===== src/rtl/eag_pkg.sv =====
package eag_pkg;
   typedef enum logic [3:0] {
      AM_REG    = 4'd0,
      AM_IMM    = 4'd1,
      AM_RIND   = 4'd2,
      AM_DISP   = 4'd3,
      AM_ABS    = 4'd4,
      AM_IDX    = 4'd5,
      AM_MIND   = 4'd6,
      AM_PCREL  = 4'd7,
      AM_SCALED = 4'd8,
      AM_POSTI  = 4'd9,
      AM_PRED   = 4'd10
   } amode_e;

   typedef enum logic [1:0] {
      ST_IDLE  = 2'd0,
      ST_READ1 = 2'd1,
      ST_READ2 = 2'd2,
      ST_FIN   = 2'd3
   } fstate_e;
endpackage


===== src/rtl/eag_addr_gen.sv =====
module eag_addr_gen #(
   parameter int DATA_W      = 32,
   parameter int ELEM_BYTES  = 4,
   parameter int SCALE_SHIFT = 2
) (
   input  logic [3:0]        mode,
   input  logic [DATA_W-1:0] base_val,
   input  logic [DATA_W-1:0] index_val,
   input  logic [DATA_W-1:0] disp_val,
   input  logic [DATA_W-1:0] pc_val,
   output logic [DATA_W-1:0] rd_addr,
   output logic [DATA_W-1:0] direct_val,
   output logic              needs_mem,
   output logic              two_reads,
   output logic              upd_en,
   output logic [DATA_W-1:0] upd_val
);
   import eag_pkg::*;

   localparam logic [DATA_W-1:0] STEP = DATA_W'(ELEM_BYTES);

   logic [DATA_W-1:0] scaled_idx;

   generate
      if (SCALE_SHIFT == 0) begin : g_noscale
         assign scaled_idx = index_val;
      end else begin : g_scale
         assign scaled_idx = {index_val[DATA_W-1-SCALE_SHIFT:0], {SCALE_SHIFT{1'b0}}};
      end
   endgenerate

   always_comb begin
      rd_addr    = base_val;
      direct_val = base_val;
      needs_mem  = 1'b0;
      two_reads  = 1'b0;
      upd_en     = 1'b0;
      upd_val    = base_val;
      case (mode)
         AM_IMM:    direct_val = disp_val;
         AM_RIND:   needs_mem = 1'b1;
         AM_DISP: begin
            rd_addr   = base_val + disp_val;
            needs_mem = 1'b1;
         end
         AM_ABS: begin
            rd_addr   = disp_val;
            needs_mem = 1'b1;
         end
         AM_IDX: begin
            rd_addr   = base_val + index_val;
            needs_mem = 1'b1;
         end
         AM_MIND: begin
            needs_mem = 1'b1;
            two_reads = 1'b1;
         end
         AM_PCREL: begin
            rd_addr   = pc_val + disp_val;
            needs_mem = 1'b1;
         end
         AM_SCALED: begin
            rd_addr   = disp_val + base_val + scaled_idx;
            needs_mem = 1'b1;
         end
         AM_POSTI: begin
            needs_mem = 1'b1;
            upd_en    = 1'b1;
            upd_val   = base_val + STEP;
         end
         AM_PRED: begin
            rd_addr   = base_val - STEP;
            upd_val   = base_val - STEP;
            needs_mem = 1'b1;
            upd_en    = 1'b1;
         end
         default: ;
      endcase
   end
endmodule


===== src/rtl/eag_seq.sv =====
module eag_seq #(
   parameter int DATA_W = 32,
   parameter int RIDX_W = 5
) (
   input  logic              clk,
   input  logic              rst_n,
   input  logic              start,
   input  logic [DATA_W-1:0] rd_addr,
   input  logic [DATA_W-1:0] direct_val,
   input  logic              needs_mem,
   input  logic              two_reads,
   input  logic              upd_en,
   input  logic [DATA_W-1:0] upd_val,
   input  logic [RIDX_W-1:0] base_idx,
   output logic              mem_req,
   output logic [DATA_W-1:0] mem_addr,
   input  logic              mem_valid,
   input  logic [DATA_W-1:0] mem_rdata,
   output logic [DATA_W-1:0] operand,
   output logic              wb_en,
   output logic [RIDX_W-1:0] wb_idx,
   output logic [DATA_W-1:0] wb_val,
   output logic              done
);
   import eag_pkg::*;

   fstate_e           state_q;
   logic [DATA_W-1:0] addr_q;
   logic [DATA_W-1:0] res_q;
   logic              two_q;
   logic              upd_q;
   logic [DATA_W-1:0] upd_val_q;
   logic [RIDX_W-1:0] idx_q;

   always_ff @(posedge clk) begin
      if (!rst_n) begin
         state_q   <= ST_IDLE;
         addr_q    <= '0;
         res_q     <= '0;
         two_q     <= 1'b0;
         upd_q     <= 1'b0;
         upd_val_q <= '0;
         idx_q     <= '0;
      end else begin
         case (state_q)
            ST_IDLE: if (start) begin
               addr_q    <= rd_addr;
               two_q     <= two_reads;
               upd_q     <= upd_en;
               upd_val_q <= upd_val;
               idx_q     <= base_idx;
               if (needs_mem) begin
                  state_q <= ST_READ1;
               end else begin
                  res_q   <= direct_val;
                  state_q <= ST_FIN;
               end
            end
            ST_READ1: if (mem_valid) begin
               if (two_q) begin
                  addr_q  <= mem_rdata;
                  state_q <= ST_READ2;
               end else begin
                  res_q   <= mem_rdata;
                  state_q <= ST_FIN;
               end
            end
            ST_READ2: if (mem_valid) begin
               res_q   <= mem_rdata;
               state_q <= ST_FIN;
            end
            default: state_q <= ST_IDLE;
         endcase
      end
   end

   assign mem_req  = (state_q == ST_READ1) || (state_q == ST_READ2);
   assign mem_addr = addr_q;
   assign done     = (state_q == ST_FIN);
   assign operand  = res_q;
   assign wb_en    = done && upd_q;
   assign wb_idx   = idx_q;
   assign wb_val   = upd_val_q;
endmodule


===== src/rtl/eag_operand_fetch.sv =====
module eag_operand_fetch #(
   parameter int DATA_W      = 32,
   parameter int RIDX_W      = 5,
   parameter int ELEM_BYTES  = 4,
   parameter int SCALE_SHIFT = 2
) (
   input  logic              clk,
   input  logic              rst_n,
   input  logic              start,
   input  logic [3:0]        mode,
   input  logic [DATA_W-1:0] base_val,
   input  logic [RIDX_W-1:0] base_idx,
   input  logic [DATA_W-1:0] index_val,
   input  logic [DATA_W-1:0] disp_val,
   input  logic [DATA_W-1:0] pc_val,
   output logic              mem_req,
   output logic [DATA_W-1:0] mem_addr,
   input  logic              mem_valid,
   input  logic [DATA_W-1:0] mem_rdata,
   output logic [DATA_W-1:0] operand,
   output logic              wb_en,
   output logic [RIDX_W-1:0] wb_idx,
   output logic [DATA_W-1:0] wb_val,
   output logic              done
);
   generate
      if (DATA_W < 8) begin : g_bad_width
         $error("DATA_W must be at least 8");
      end
      if (SCALE_SHIFT < 0 || SCALE_SHIFT >= DATA_W) begin : g_bad_scale
         $error("SCALE_SHIFT out of range");
      end
      if (ELEM_BYTES < 1) begin : g_bad_elem
         $error("ELEM_BYTES must be positive");
      end
   endgenerate

   logic [DATA_W-1:0] ag_addr;
   logic [DATA_W-1:0] ag_direct;
   logic              ag_mem;
   logic              ag_two;
   logic              ag_upd;
   logic [DATA_W-1:0] ag_upd_val;

   eag_addr_gen #(
      .DATA_W(DATA_W), .ELEM_BYTES(ELEM_BYTES), .SCALE_SHIFT(SCALE_SHIFT)
   ) u_agen (
      .mode(mode), .base_val(base_val), .index_val(index_val),
      .disp_val(disp_val), .pc_val(pc_val), .rd_addr(ag_addr),
      .direct_val(ag_direct), .needs_mem(ag_mem), .two_reads(ag_two),
      .upd_en(ag_upd), .upd_val(ag_upd_val)
   );

   eag_seq #(.DATA_W(DATA_W), .RIDX_W(RIDX_W)) u_seq (
      .clk(clk), .rst_n(rst_n), .start(start), .rd_addr(ag_addr),
      .direct_val(ag_direct), .needs_mem(ag_mem), .two_reads(ag_two),
      .upd_en(ag_upd), .upd_val(ag_upd_val), .base_idx(base_idx),
      .mem_req(mem_req), .mem_addr(mem_addr), .mem_valid(mem_valid),
      .mem_rdata(mem_rdata), .operand(operand), .wb_en(wb_en),
      .wb_idx(wb_idx), .wb_val(wb_val), .done(done)
   );
endmodule


===== config.mk =====
export PLATFORM = sky130hd
export DESIGN_NAME = eag_operand_fetch
export DESIGN_NICKNAME = d
export VERILOG_FILES = /design/src/rtl/eag_pkg.sv /design/src/rtl/eag_addr_gen.sv /design/src/rtl/eag_seq.sv /design/src/rtl/eag_operand_fetch.sv
export SDC_FILE = /design/constraint.sdc
export NUM_CORES = 1
export LEC_CHECK = 0
export BUFFER_PORTS_ARGS = -buffer_cell sky130_fd_sc_hd__buf_2
export CAP_MARGIN = 20
export CORE_ASPECT_RATIO = 2
export CORE_MARGIN = 3
export CORE_UTILIZATION = 40
export CTS_CLUSTER_DIAMETER = 30
export DETAILED_ROUTE_END_ITERATION = 12
export GPL_ROUTABILITY_DRIVEN = 1
export GPL_TIMING_DRIVEN = 0
export PLACE_DENSITY = 0.68
export SLEW_MARGIN = 0
export SYNTH_ARGS = -nofsm -noshare
export SYNTH_HDL_FRONTEND = slang
export SYNTH_SLANG_ARGS = --single-unit

===== constraint.sdc =====
create_clock -name clk -period 8.18 [get_ports clk]
set_input_delay 1.227 -clock clk [delete_from_list [all_inputs] [get_ports clk]]
set_output_delay 1.227 -clock clk [all_outputs]
set_load 0.01 [all_outputs]

==> summary.md, run 1 <==
| Metric | Value |
|---|---|
| Outcome | `complete, no violations` |
| Clk network pwr share | `0.117` |
| Worst Max-Slew Pin Slew | `1.120 ns` |
| Drt first pass iters | `7` |
| HPWL after DPL | `64,150 um` |
| Post-Layout Cell Count | `about 2,800` |
| # rows | `97` |
| Reg-to-Reg Start | `u_seq.state_q[1]` |
| IO Count | `277` |
| Ys async rst share | `0` |
| Largest net degree at the start of global routing | `19` |
| Post-cts resize count | `0` |
| Reg2Reg Setup Slack | `4.46 ns` |
| Startpoint types | `input pin` |
| Residual DRC | `0` |
| Placed Instances | `around 2,800` |
| Starting Density | `0.4062` |
| Synth area leaders | `dfxtp_1 15%, ha_1 11%, o21ai_0 7.0%` |
| Routed vias | `17,933` |
| Via density per instance | `between 6 and 7` |
| Total GRT Usage | `0.3812` |
| Sequential element share of the synthesized area | `0.1470` |
| Net Count, Synth | `~2,300` |
| Clock sinks | `105` |
| Yosys warns | `0` |
| First DRT Iteration DRCs | `around 1,600` |
| Number of global-route vias before repair | `17,541` |
| Crit-path leading delay family | `compound AO/OA/AOI/OAI gates` |
| Post-synth EDFFs | `0` |
| #FFs+latches synth | `approximately 110` |
| Clock transition at path regs | `0.08 ns` |
| Die X | `between 100 and 150 um` |
| Multiplexer share of the synthesized area | `0.05322` |
| Final nets | `2,626` |
| Synth unique cells | `78` |
| R2R Path End | `u_seq.mem_addr[31]` |
| First-pass GRT wire length | `about 110,000 um` |
| CP Capture Type | `register` |
| Average wire per standard cell | `27.61 um` |
| Synth Area in Adders | `0.1194` |
| Max_cap viols | `0` |
| Post-Syn Instances | `approximately 2,000` |
| Cell Int Power | `0.001747 W` |
| Min-Delay Path Class | `register to register` |
| Cts bufs inserted | `9` |
| Filler cells | `between 3,000 and 4,000` |
| Net Sw Frac | `0.5353` |
| H-Tree Depth | `3` |
| Grt total ovfl | `0` |
| Port bufs | `between 200 and 300` |
| Min Tclk post-route | `6.608 ns` |
| Antenna-violating nets left | `0` |
| Flop pwr share | `0.213` |
| Max Slew Vio Count | `0` |
| Leading area contributor after synthesis | `dfxtp_1` |
| Hold endpoint | `u_seq.wb_idx[4]` |
| Leakage | `6.996 nW` |
| Worst path buffer plus inverter count | `2` |
| Max Freq | `151.3 MHz` |
| RSZ-0062 raised after global routing | `false` |
| Clock Latency Late Sink | `0.39 ns` |
| Crit Path Max Fanout | `8` |
| Reg2reg path depth | `13` |
| Max clock buf depth | `2` |
| Die ar. | `0.03818 sq mm` |
| CP Cell Sequence | `buf_2 -> ha_1 -> inv_1 -> fa_1 -> nor2b_1 -> o31ai_1 -> a211oi_1 -> o32ai_2 -> o311a_1 -> o31ai_2 -> xor2_1 -> ha_1 -> nor2b_1 -> nand2b_1 -> o21ai_0 -> a21oi_1 -> nand3_1 -> a221o_1 -> a2111oi_0 -> o22ai_1` |
| Worst hold stages | `2` |
| Final GP Congestion | `1.069` |
| Worst Clk Skew | `0.01769 ns` |
| Final setup violation count | `0` |
| Synthesized area per cell | `7.042 sq um` |
| DIE HEIGHT | `approximately 270 um` |
| Max rail drop VDD | `274.7 uV` |
| Crit Path Category | `input pin to register` |
| Comb pwr share | `0.670` |
| Reg area | `0.002102 sq mm` |
| Largest stage delay on the critical path | `0.76 ns` |
| Largest family of logic cells by synthesized area | `compound AO/OA/AOI/OAI gates` |
| Area Overhead vs Synth | `15.82%` |
| Multi-input logic area | `0.01151 sq mm` |
| Top FF cell, synth | `dfxtp_1` |
| Clock root buffer | `clkbuf_16` |
| Antenna violations before repair | `0` |
| Fin. Hold Viols | `0` |
| Xor/xnor share of the synthesized area | `0.08000` |
| NetSw | `0.002013 W` |
| Post-Route WL | `76,440 um` |
| Post-synth top area share | `0.1470` |
| Final Cycle Share | `0.8078` |
| Simple-gate share of the synthesized area | `0.2145` |
| Hold Buf Count CTS | `0` |
| Share of cells above drive strength 1 | `0.1442` |
| Compound-cell area share of the yosys netlist | `0.3370` |
| Slew HR | `0.2338` |
| Core Area | `about 0.035 sq mm` |
| Mapped Area | `0.01429 sq mm` |
| Worst path required time | `8.40 ns` |
| Postcts setup bufs | `0` |
| Crit path DAT | `6.83 ns` |
| Crit-path slowest cell | `a2111oi_0` |
| N_diodes | `0` |
| Hold path startpoint | `u_seq.wb_idx[4]` |
| Power density cells | `227.1 mW/mm^2` |
| Final TNS setup | `0 ns` |
| CTS tree | `built` |
==> registers in the layout, summed over array words and instances (netlist names) <==
name / flops
u_seq.wb_idx: 5
u_seq.two_q: 1
u_seq.operand: 32
u_seq.upd_q: 1
u_seq.wb_val: 32
u_seq.mem_addr: 32
u_seq.state_q: 2
==> how the worst max path moves through the flow <==
stage | startpoint | slack (ns) | cells after the start | to
finish | base_val[0] | 1.57 | 20 | u_seq.mem_addr[28]
global route | base_val[0] | 1.39 | 24 | u_seq.mem_addr[31]
CTS | base_val[0] | 1.78 | 20 | u_seq.mem_addr[28]
detailed placement | base_val[0] | 1.42 | 20 | u_seq.mem_addr[28]
global placement | base_val[0] | 1.36 | 20 | u_seq.mem_addr[28]
floorplan | base_val[0] | 2.94 | 23 | u_seq.mem_addr[31]
==> through the flow <==
step / utilization / area [sq um] / total power [W] / worst slack (ns) / hold WS [ns]
after floorplan: - / 14300 / 0.002280 / 2.937 / 0.4317
after global placement: 0.4608 / 16220 / 0.003225 / 1.363 / 0.4422
after detailed placement: 0.4620 / 16260 / 0.003254 / 1.418 / 0.4492
after CTS: 0.4699 / 16540 / 0.003693 / 1.784 / 0.4600
after global routing: 0.4704 / 16560 / 0.003942 / 1.393 / 0.4803
final: 0.4704 / 16560 / 0.003759 / 1.572 / 0.4580
==> tightest hold or removal path: stages, from the launching register on <==
cell and delay [ns]:
dfxtp_1 0.31, nand2_1 0.05, a21oi_1 0.05
==> kinds of logic after synthesis <==
family          Yosys count
flops                   105
compound gates          742
fa+ha+maj               134
xor+xnor                129
mux                      76
buf+inv                 183
simple gates            661
==> power by group through the flow <==
| stage | Combinational, W | Sequential [W] | Clock [W] |
|---|---|---|---|
| floorplan | 0.00142 | 0.000857 | 0 |
| global placement | 0.00242 | 0.000806 | 0 |
| CTS | 0.00246 | 0.000798 | 0.000440 |
| detailed placement | 0.00245 | 0.000807 | 0 |
| finish | 0.00252 | 0.000802 | 0.000439 |
| global route | 0.00267 | 0.000815 | 0.000457 |
==> placed cells by master (no fill, tap or decap), types with 26 or more instances in the layout <==
| master | instances |
|---|---|
| nand2b_1 | 31 |
| a31oi_1 | 31 |
| nand3_1 | 52 |
| nand2_1 | 207 |
| ha_1 | 130 |
| and3_1 | 26 |
| dfxtp_1 | 105 |
| o21ai_0 | 201 |
| a21o_1 | 53 |
| xnor2_1 | 78 |
| mux2i_1 | 76 |
| xor2_1 | 50 |
| a211oi_1 | 31 |
| clkbuf_1 | 120 |
| nor2_1 | 189 |
| nor3_1 | 43 |
| inv_1 | 46 |
| buf_2 | 283 |
| a21oi_1 | 186 |
| a221oi_1 | 26 |
==> area by class of cell <==
class                           count  share of cell area
Inverter                           46             0.01043
Multi-Input combinational cell   1742              0.6950
Sequential cell                   105              0.1270
Clock buffer                        9             0.01360
Buffer                            137             0.03174
Clock inverter                      6            0.003098
Timing Repair Buffer              278             0.08554
Tap cell                          445             0.03363
==> synthesized netlist by cell type, types with 8 or more instances <==
| library cell | count |
|---|---|
| mux2i_1 | 76 |
| o211ai_1 | 23 |
| or3_1 | 21 |
| a31oi_1 | 31 |
| a211oi_1 | 31 |
| and2_1 | 9 |
| inv_1 | 46 |
| o21bai_1 | 19 |
| buf_1 | 8 |
| nor4_1 | 10 |
| nor3_1 | 44 |
| nor2_1 | 190 |
| a21o_1 | 53 |
| o22ai_1 | 15 |
| ha_1 | 130 |
| nor2b_1 | 21 |
| xnor2_1 | 78 |
| nand2b_1 | 31 |
| buf_2 | 9 |
| nand3_1 | 52 |
| dfxtp_1 | 105 |
| nand2_1 | 207 |
| and3_1 | 26 |
| o221ai_1 | 17 |
| o21a_1 | 17 |
| a21oi_1 | 186 |
| a221oi_1 | 26 |
| a22oi_1 | 13 |
| o31ai_1 | 10 |
| a221o_1 | 12 |
| xor2_1 | 50 |
| clkbuf_1 | 120 |
| nand4_1 | 22 |
| o21ai_0 | 201 |
==> metal layers <==
metal,part of all wire,track usage,vias up
met4,0.10,0.3152,0
met2,0.49,0.6704,1028
met5,0,0,-
met3,0.066,0.04091,320
li1,-,-,8124
met1,0.35,0.4051,8461
(Power assumes the default switching activity.)
==> run 2, diff against run 1 <==
Clock period 8.18 ns to 6.5 ns, I/O delays scaled along.
==> run 2 against run 1 <==
Clock power grew 25%. Cell count is the same. Sequential power grew 26%. Combinational power grew 26%. Critical path depth grew 4. Global-route usage is the same. Sequential share of layout area is essentially flat. Clock-buffer cell count is the same. Die area is the same. Non-clock buffer count is the same. Sequential cell count is the same.
==> summary.md, run 2 (same netlist as run 1, synthesis figures left out) <==
| Metric | Value |
|---|---|
| Reg2reg path depth | `13 (unchanged)` |
| Hold Buf Count CTS | `0 (unchanged)` |
| Multi-input logic area | `0.01151 sq mm (about the same)` |
| First DRT Iteration DRCs | `1,592 (was 1,593)` |
| DIE HEIGHT | `273.3 um (unchanged)` |
| Reg2Reg Setup Slack | `2.76 ns (was 4.46 ns)` |
| HPWL after DPL | `64,150 um (unchanged)` |
| Core Area | `0.03520 sq mm (unchanged)` |
| Antenna-violating nets left | `0 (unchanged)` |
| Via density per instance | `6.471 (was 6.479)` |
| Max_cap viols | `0 (unchanged)` |
| Average wire per standard cell | `27.59 um (was 27.61 um)` |
| Area Overhead vs Synth | `15.86% (was 15.82%)` |
| Cts bufs inserted | `9 (unchanged)` |
| Worst path required time | `6.72 ns (was 8.40 ns)` |
| N_diodes | `0 (unchanged)` |
| # rows | `97 (unchanged)` |
| Reg-to-Reg Start | `u_seq.state_q[1] (unchanged)` |
| Fin. Hold Viols | `0 (unchanged)` |
| Final instance area | `0.01656 sq mm (about the same)` |
| IO Count | `277 (unchanged)` |
| Number of global-route vias before repair | `17,541 (unchanged)` |
| Crit Path Max Fanout | `7 (was 8)` |
| NetSw | `0.002527 W (was 0.002013 W)` |
| Final Cycle Share | `0.9676` |
| Leakage | `6.996 nW (about the same)` |
| Min-Delay Path Class | `register to register (unchanged)` |
| H-Tree Depth | `3 (unchanged)` |
| Reg area | `0.002102 sq mm (unchanged)` |
| Total GRT Usage | `0.3812 (unchanged)` |
| Comb pwr share | `0.670 (about the same)` |
| Cell Int Power | `0.002199 W (was 0.001747 W)` |
| Die X | `139.7 um (unchanged)` |
| R2R Path End | `u_seq.mem_addr[31] (unchanged)` |
| Grt total ovfl | `0 (unchanged)` |
| Post-Route WL | `76,370 um (was 76,440 um)` |
| Min Tclk post-route | `6.290 ns` |
| Max Freq | `159.0 MHz` |
| Share of cells above drive strength 1 | `0.1446 (was 0.1442)` |
| Fin util | `0.4706 (was 0.4704)` |
| Hold path startpoint | `u_seq.wb_idx[4] (unchanged)` |
| Most frequent cells in the layout | `283 x buf_2, 207 x nand2_1, 201 x o21ai_0 (unchanged)` |
| Area of placed instances | `0.01626 sq mm (unchanged)` |
| Largest net degree at the start of global routing | `19 (unchanged)` |
| Crit path DAT | `6.51 ns (was 6.83 ns)` |
| CTS tree | `built (unchanged)` |
| Die ar. | `0.03818 sq mm (unchanged)` |
| Power density cells | `285.3 mW/mm^2 (was 227.1 mW/mm^2)` |
| Clock transition at path regs | `0.07 ns (was 0.08 ns)` |
| Final setup violation count | `0 (unchanged)` |
| Outcome | `complete, no violations (unchanged)` |
| Filler cells | `3,747 (was 3,746)` |
| CP Capture Type | `register (unchanged)` |
| Worst Clk Skew | `0.01566 ns (was 0.01769 ns)` |
| Max clock buf depth | `2 (unchanged)` |
| Routed vias | `17,913 (was 17,933)` |
| Clock sinks | `105 (unchanged)` |
| Startpoint types | `input pin (unchanged)` |
| Final GP Congestion | `1.069 (unchanged)` |
| Max Slew Vio Count | `0 (unchanged)` |
| Crit path from | `base_val[0] (unchanged)` |
| Flop pwr share | `0.213 (about the same)` |
| Hold endpoint | `u_seq.wb_idx[4] (unchanged)` |
| Max rail drop VDD | `342.6 uV (was 274.7 uV)` |
| First-pass GRT wire length | `110,000 um (unchanged)` |
| Residual DRC | `0 (unchanged)` |
| Starting Density | `0.4062 (unchanged)` |
| Net Sw Frac | `0.5348 (was 0.5353)` |
| Port bufs | `273 (unchanged)` |
| Crit Path Category | `input pin to register (unchanged)` |
| Most common cell after layout, fill and taps aside | `buf_2 (unchanged)` |
| Clk network pwr share | `0.116 (was 0.117)` |
| Final nets | `2,626 (unchanged)` |
| Worst hold stages | `2 (unchanged)` |
| Worst Max-Slew Pin Slew | `1.149 ns (was 1.120 ns)` |
| Clock Latency Late Sink | `0.38 ns (was 0.39 ns)` |
| Clock root buffer | `clkbuf_16 (unchanged)` |
| Slew HR | `0.2141 (was 0.2338)` |
| Drt first pass iters | `8 (was 7)` |
| Antenna violations before repair | `0 (unchanged)` |
-- run 2: area by class of cell --
class,count,share of cell area
repair buffers,278,0.08552
flip-flops and latches,105,0.1269
clock inverters,6,0.003097
multi-input cells,1742,0.6951
plain buffers,137,0.03173
clock buffers,9,0.01360
inverters,46,0.01043
well taps,445,0.03362
-- run 2: how the worst max path moves through the flow --
| stage | endpoint |
|---|---|
| floorplan | u_seq.mem_addr[31] |
| global placement | u_seq.mem_addr[28] |
| detailed placement | u_seq.mem_addr[28] |
| CTS | u_seq.mem_addr[28] |
| global route | u_seq.mem_addr[19] |
| finish | u_seq.mem_addr[19] |
-- run 2: per-stage QoR --
step / total power, W / TNS, ns / std cells / worst slack [ns] / hold slack [ns]
6_report: 0.004726 / 0 / 2768 / 0.2103 / 0.4569
5_1_grt: 0.004961 / -0.005625 / 2768 / -0.005625 / 0.4803
4_1_cts: 0.004647 / 0 / 2766 / 0.3564 / 0.4600
3_5_place_dp: 0.004095 / -0.01035 / 2751 / -0.01035 / 0.4492
3_3_place_gp: 0.004058 / -0.06453 / 2748 / -0.06453 / 0.4422
2_1_floorplan: 0.002870 / 0 / 2030 / 1.509 / 0.4317
-- run 2: power by group through the flow --
stage               clock, W  sequential [W]  combinational [W]
floorplan                  0         0.00108            0.00179
global placement           0         0.00101            0.00304
detailed placement         0         0.00102            0.00308
CTS                 0.000554         0.00100            0.00309
global route        0.000575         0.00103            0.00336
finish              0.000550         0.00101            0.00317
-- run 2: worst max-delay path, cell delays in order --
cell      delay (ns)
buf_2           0.14
ha_1            0.26
inv_1           0.08
fa_1            0.22
nor2b_1         0.07
o31ai_1         0.57
a21oi_1         0.20
o21ai_0         0.21
a21boi_0        0.14
o21ai_0         0.36
nand2b_1        0.09
a21oi_1         0.19
xnor2_1         0.11
ha_1            0.28
clkbuf_1        0.27
nand2_1         0.13
nor2_1          0.27
a31oi_4         0.17
o31ai_2         0.45
xor2_1          0.12
a221oi_1        0.27
o21ai_0         0.23
a221oi_1        0.56
a21oi_1         0.13
-- run 2: timing repair --
action | CTS | global route
gates resized for setup | 0 | 1
hold endpoints to repair | 0 | 0
buffers inserted | 0 | 0
setup endpoints to repair | 0 | 2
-- run 2: metal layers --
metal | wire (um) | share of wire | GRT usage | vias to the layer above
li1 | - | - | - | 8128
met1 | 26500 | 0.35 | 0.4051 | 8454
met2 | 37250 | 0.49 | 0.6704 | 1022
met3 | 5000 | 0.065 | 0.04091 | 309
met4 | 7616 | 0.10 | 0.3152 | 0
met5 | 0 | 0 | 0 | -
==> run 3, diff against run 2 <==
Settings changed: CTS_BUF_LIST set to sky130_fd_sc_hd__clkbuf_8.
==> run 3 against run 2 <==
Cell count about the same. Critical endpoint is now u_seq.mem_addr[28]. Sequential power about the same. Sequential cell count unchanged. Clock-buffer cell count unchanged. Critical path depth decreased by 4. Non-clock buffer count unchanged. Via count increased by 0.78%. Final area decreased by 0.63%. Fmax increased by 0.29%. Clock power decreased by 24%.
==> summary.md, run 3 (same netlist as run 1, synthesis figures left out) <==
| Metric | Value |
|---|---|
| IO Count | `277 (unchanged)` |
| Min Tclk post-route | `6.272 ns (was 6.290 ns)` |
| M1 GR Usage | `0.4060 (was 0.4051)` |
| Worst Clk Skew | `0.02242 ns (was 0.01566 ns)` |
| Final instance area | `0.01646 sq mm (was 0.01656 sq mm)` |
| Cts bufs inserted | `9 (unchanged)` |
| Antenna-violating nets left | `0 (unchanged)` |
| Reg-to-Reg Start | `u_seq.state_q[0] (was u_seq.state_q[1])` |
| Residual DRC | `0 (unchanged)` |
| Max rail drop VDD | `286.7 uV (was 342.6 uV)` |
| Power density cells | `279.0 mW/mm^2 (was 285.3 mW/mm^2)` |
| Crit path DAT | `6.54 ns (was 6.51 ns)` |
| Final nets | `2,626 (unchanged)` |
| Clock transition at path regs | `0.11 ns (was 0.07 ns)` |
| Reg2reg path depth | `13 (unchanged)` |
| Final Cycle Share | `0.9649 (was 0.9676)` |
| CTS tree | `built (unchanged)` |
| Area Overhead vs Synth | `15.13% (was 15.86%)` |
| Routed vias | `18,052 (was 17,913)` |
| Total GRT Usage | `0.3806 (was 0.3812)` |
| Hold Buf Count CTS | `0 (unchanged)` |
| Crit Path Category | `input pin to register (unchanged)` |
| Number of global-route vias before repair | `17,477 (was 17,541)` |
| Final setup violation count | `0 (unchanged)` |
| R2R Path End | `u_seq.mem_addr[31] (unchanged)` |
| Grt peak-use layer | `met2 (unchanged)` |
| Area of placed instances | `0.01626 sq mm (unchanged)` |
| Final GP Congestion | `1.069 (unchanged)` |
| Hold endpoint | `u_seq.wb_idx[4] (unchanged)` |
| First-pass GRT wire length | `109,900 um (was 110,000 um)` |
| Fin. Hold Viols | `0 (unchanged)` |
| RSZ-0062 raised after global routing | `false` |
| Average wire per standard cell | `27.62 um (was 27.59 um)` |
| Leakage | `6.950 nW (was 6.996 nW)` |
| Starting Density | `0.4062 (unchanged)` |
| Worst path required time | `6.77 ns (was 6.72 ns)` |
| M2 GR Usage | `0.6731 (was 0.6704)` |
| Grt total ovfl | `0 (unchanged)` |
| HPWL after DPL | `64,150 um (unchanged)` |
| Slew HR | `0.1956 (was 0.2141)` |
| Share of cells above drive strength 1 | `0.1442 (was 0.1446)` |
| Drt first pass iters | `6 (was 8)` |
| Die ar. | `0.03818 sq mm (unchanged)` |
| Max clock buf depth | `2 (unchanged)` |
| Via density per instance | `6.519 (was 6.471)` |
| Port bufs | `273 (unchanged)` |
| Die X | `139.7 um (unchanged)` |
| Clock Latency Late Sink | `0.43 ns (was 0.38 ns)` |
| Crit Path Max Fanout | `8 (was 7)` |
| Outcome | `complete, no violations (unchanged)` |
| Startpoint types | `input pin (unchanged)` |
| # rows | `97 (unchanged)` |
| Post-cts resize count | `0 (unchanged)` |
| Largest net degree at the start of global routing | `19 (unchanged)` |
| Core Area | `0.03520 sq mm (unchanged)` |
| Postcts setup bufs | `0 (unchanged)` |
| Max Freq | `159.4 MHz (was 159.0 MHz)` |
| Clock root buffer | `clkbuf_8 (was clkbuf_16)` |
| Most common cell after layout, fill and taps aside | `buf_2 (unchanged)` |
| Hold Worst Slack | `0.4616 ns (was 0.4569 ns)` |
| H-Tree Depth | `3 (unchanged)` |
| First DRT Iteration DRCs | `1,719 (was 1,592)` |
| Worst Max-Slew Pin Slew | `1.176 ns (was 1.149 ns)` |
| Worst hold stages | `2 (unchanged)` |
| Post-Route WL | `76,480 um (was 76,370 um)` |
| Most frequent cells in the layout | `283 x buf_2, 207 x nand2_1, 201 x o21ai_0 (unchanged)` |
| CP Capture Type | `register (unchanged)` |
| Min-Delay Path Class | `register to register (unchanged)` |
| DIE HEIGHT | `273.3 um (unchanged)` |
| Clock sinks | `105 (unchanged)` |
| Reg2Reg Setup Slack | `2.81 ns (was 2.76 ns)` |
| Final TNS setup | `0 ns (unchanged)` |
| Antenna violations before repair | `1 (was 0)` |
| Max Slew Vio Count | `0 (unchanged)` |
| Max_cap viols | `0 (unchanged)` |
| Tot Pwr | `0.004592 W (was 0.004726 W)` |
| GR Util met3 | `0.03864 (was 0.04091)` |
| Hold path startpoint | `u_seq.wb_idx[4] (unchanged)` |
-- run 3: cell types whose count changed in the layout (fill, tap and decap cells not counted) --
cell       change
clkbuf_16      -9
clkbuf_8       +9
a211oi_1       +1
a211oi_2       -1
diode_2        +1
-- run 3: final cells by class --
cell class,count,area [sq um]
fill,3770,18740
multi-input combinational,1742,11510
buffer,137,525.5
clock buffer,9,123.9
timing repair buffer,278,1416
inverter,46,172.7
tap,445,556.8
antenna,1,2.502
clock inverter,6,51.30
sequential,105,2102
-- run 3: worst max path at each step --
| stage | startpoint | end | cells past startpoint |
|---|---|---|---|
| final | base_val[0] | u_seq.mem_addr[28] | 20 |
| after detailed placement | base_val[0] | u_seq.mem_addr[28] | 20 |
| after CTS | base_val[0] | u_seq.mem_addr[28] | 20 |
| after global routing | base_val[0] | u_seq.mem_addr[31] | 24 |
| after global placement | base_val[0] | u_seq.mem_addr[28] | 20 |
| after floorplan | base_val[0] | u_seq.mem_addr[31] | 23 |
-- run 3: layer usage --
layer  wire, um  up-vias  share of wire
li1           -     8139              -
met1      26740     8555           0.35
met2      37240     1045           0.49
met3       4957      313          0.065
met4       7546        0          0.099
met5          0        -              0
-- run 3: per-stage QoR --
step | worst slack [ns] | utilization | cells
floorplan | 1.509 | - | 2030
global placement | -0.06453 | 0.4608 | 2748
detailed placement | -0.01035 | 0.4620 | 2751
CTS | 0.4131 | 0.4670 | 2766
global route | 0.01434 | 0.4676 | 2769
finish | 0.2283 | 0.4676 | 2769
-- run 3: where the power goes --
group	switching, W	leakage, nW	internal (W)
Sequential	0.000145	0.864	0.000863
Combinational	0.00209	6.01	0.00107
Clock	0.000276	0.0799	0.000142
Total	0.00252	6.95	0.00208
-- run 3: worst max-delay path, cell delays in order --
cell	delay [ns]
buf_2	0.15
ha_1	0.25
inv_1	0.07
fa_1	0.42
nor2b_1	0.17
o31ai_1	0.16
a211oi_1	0.43
o32ai_2	0.24
o311a_1	0.44
o31ai_2	0.31
xor2_1	0.39
ha_1	0.39
nor2b_1	0.18
nand2b_1	0.06
o21ai_0	0.19
a21oi_1	0.20
nand3_1	0.21
a221o_1	0.32
a2111oi_0	0.77
o22ai_1	0.18
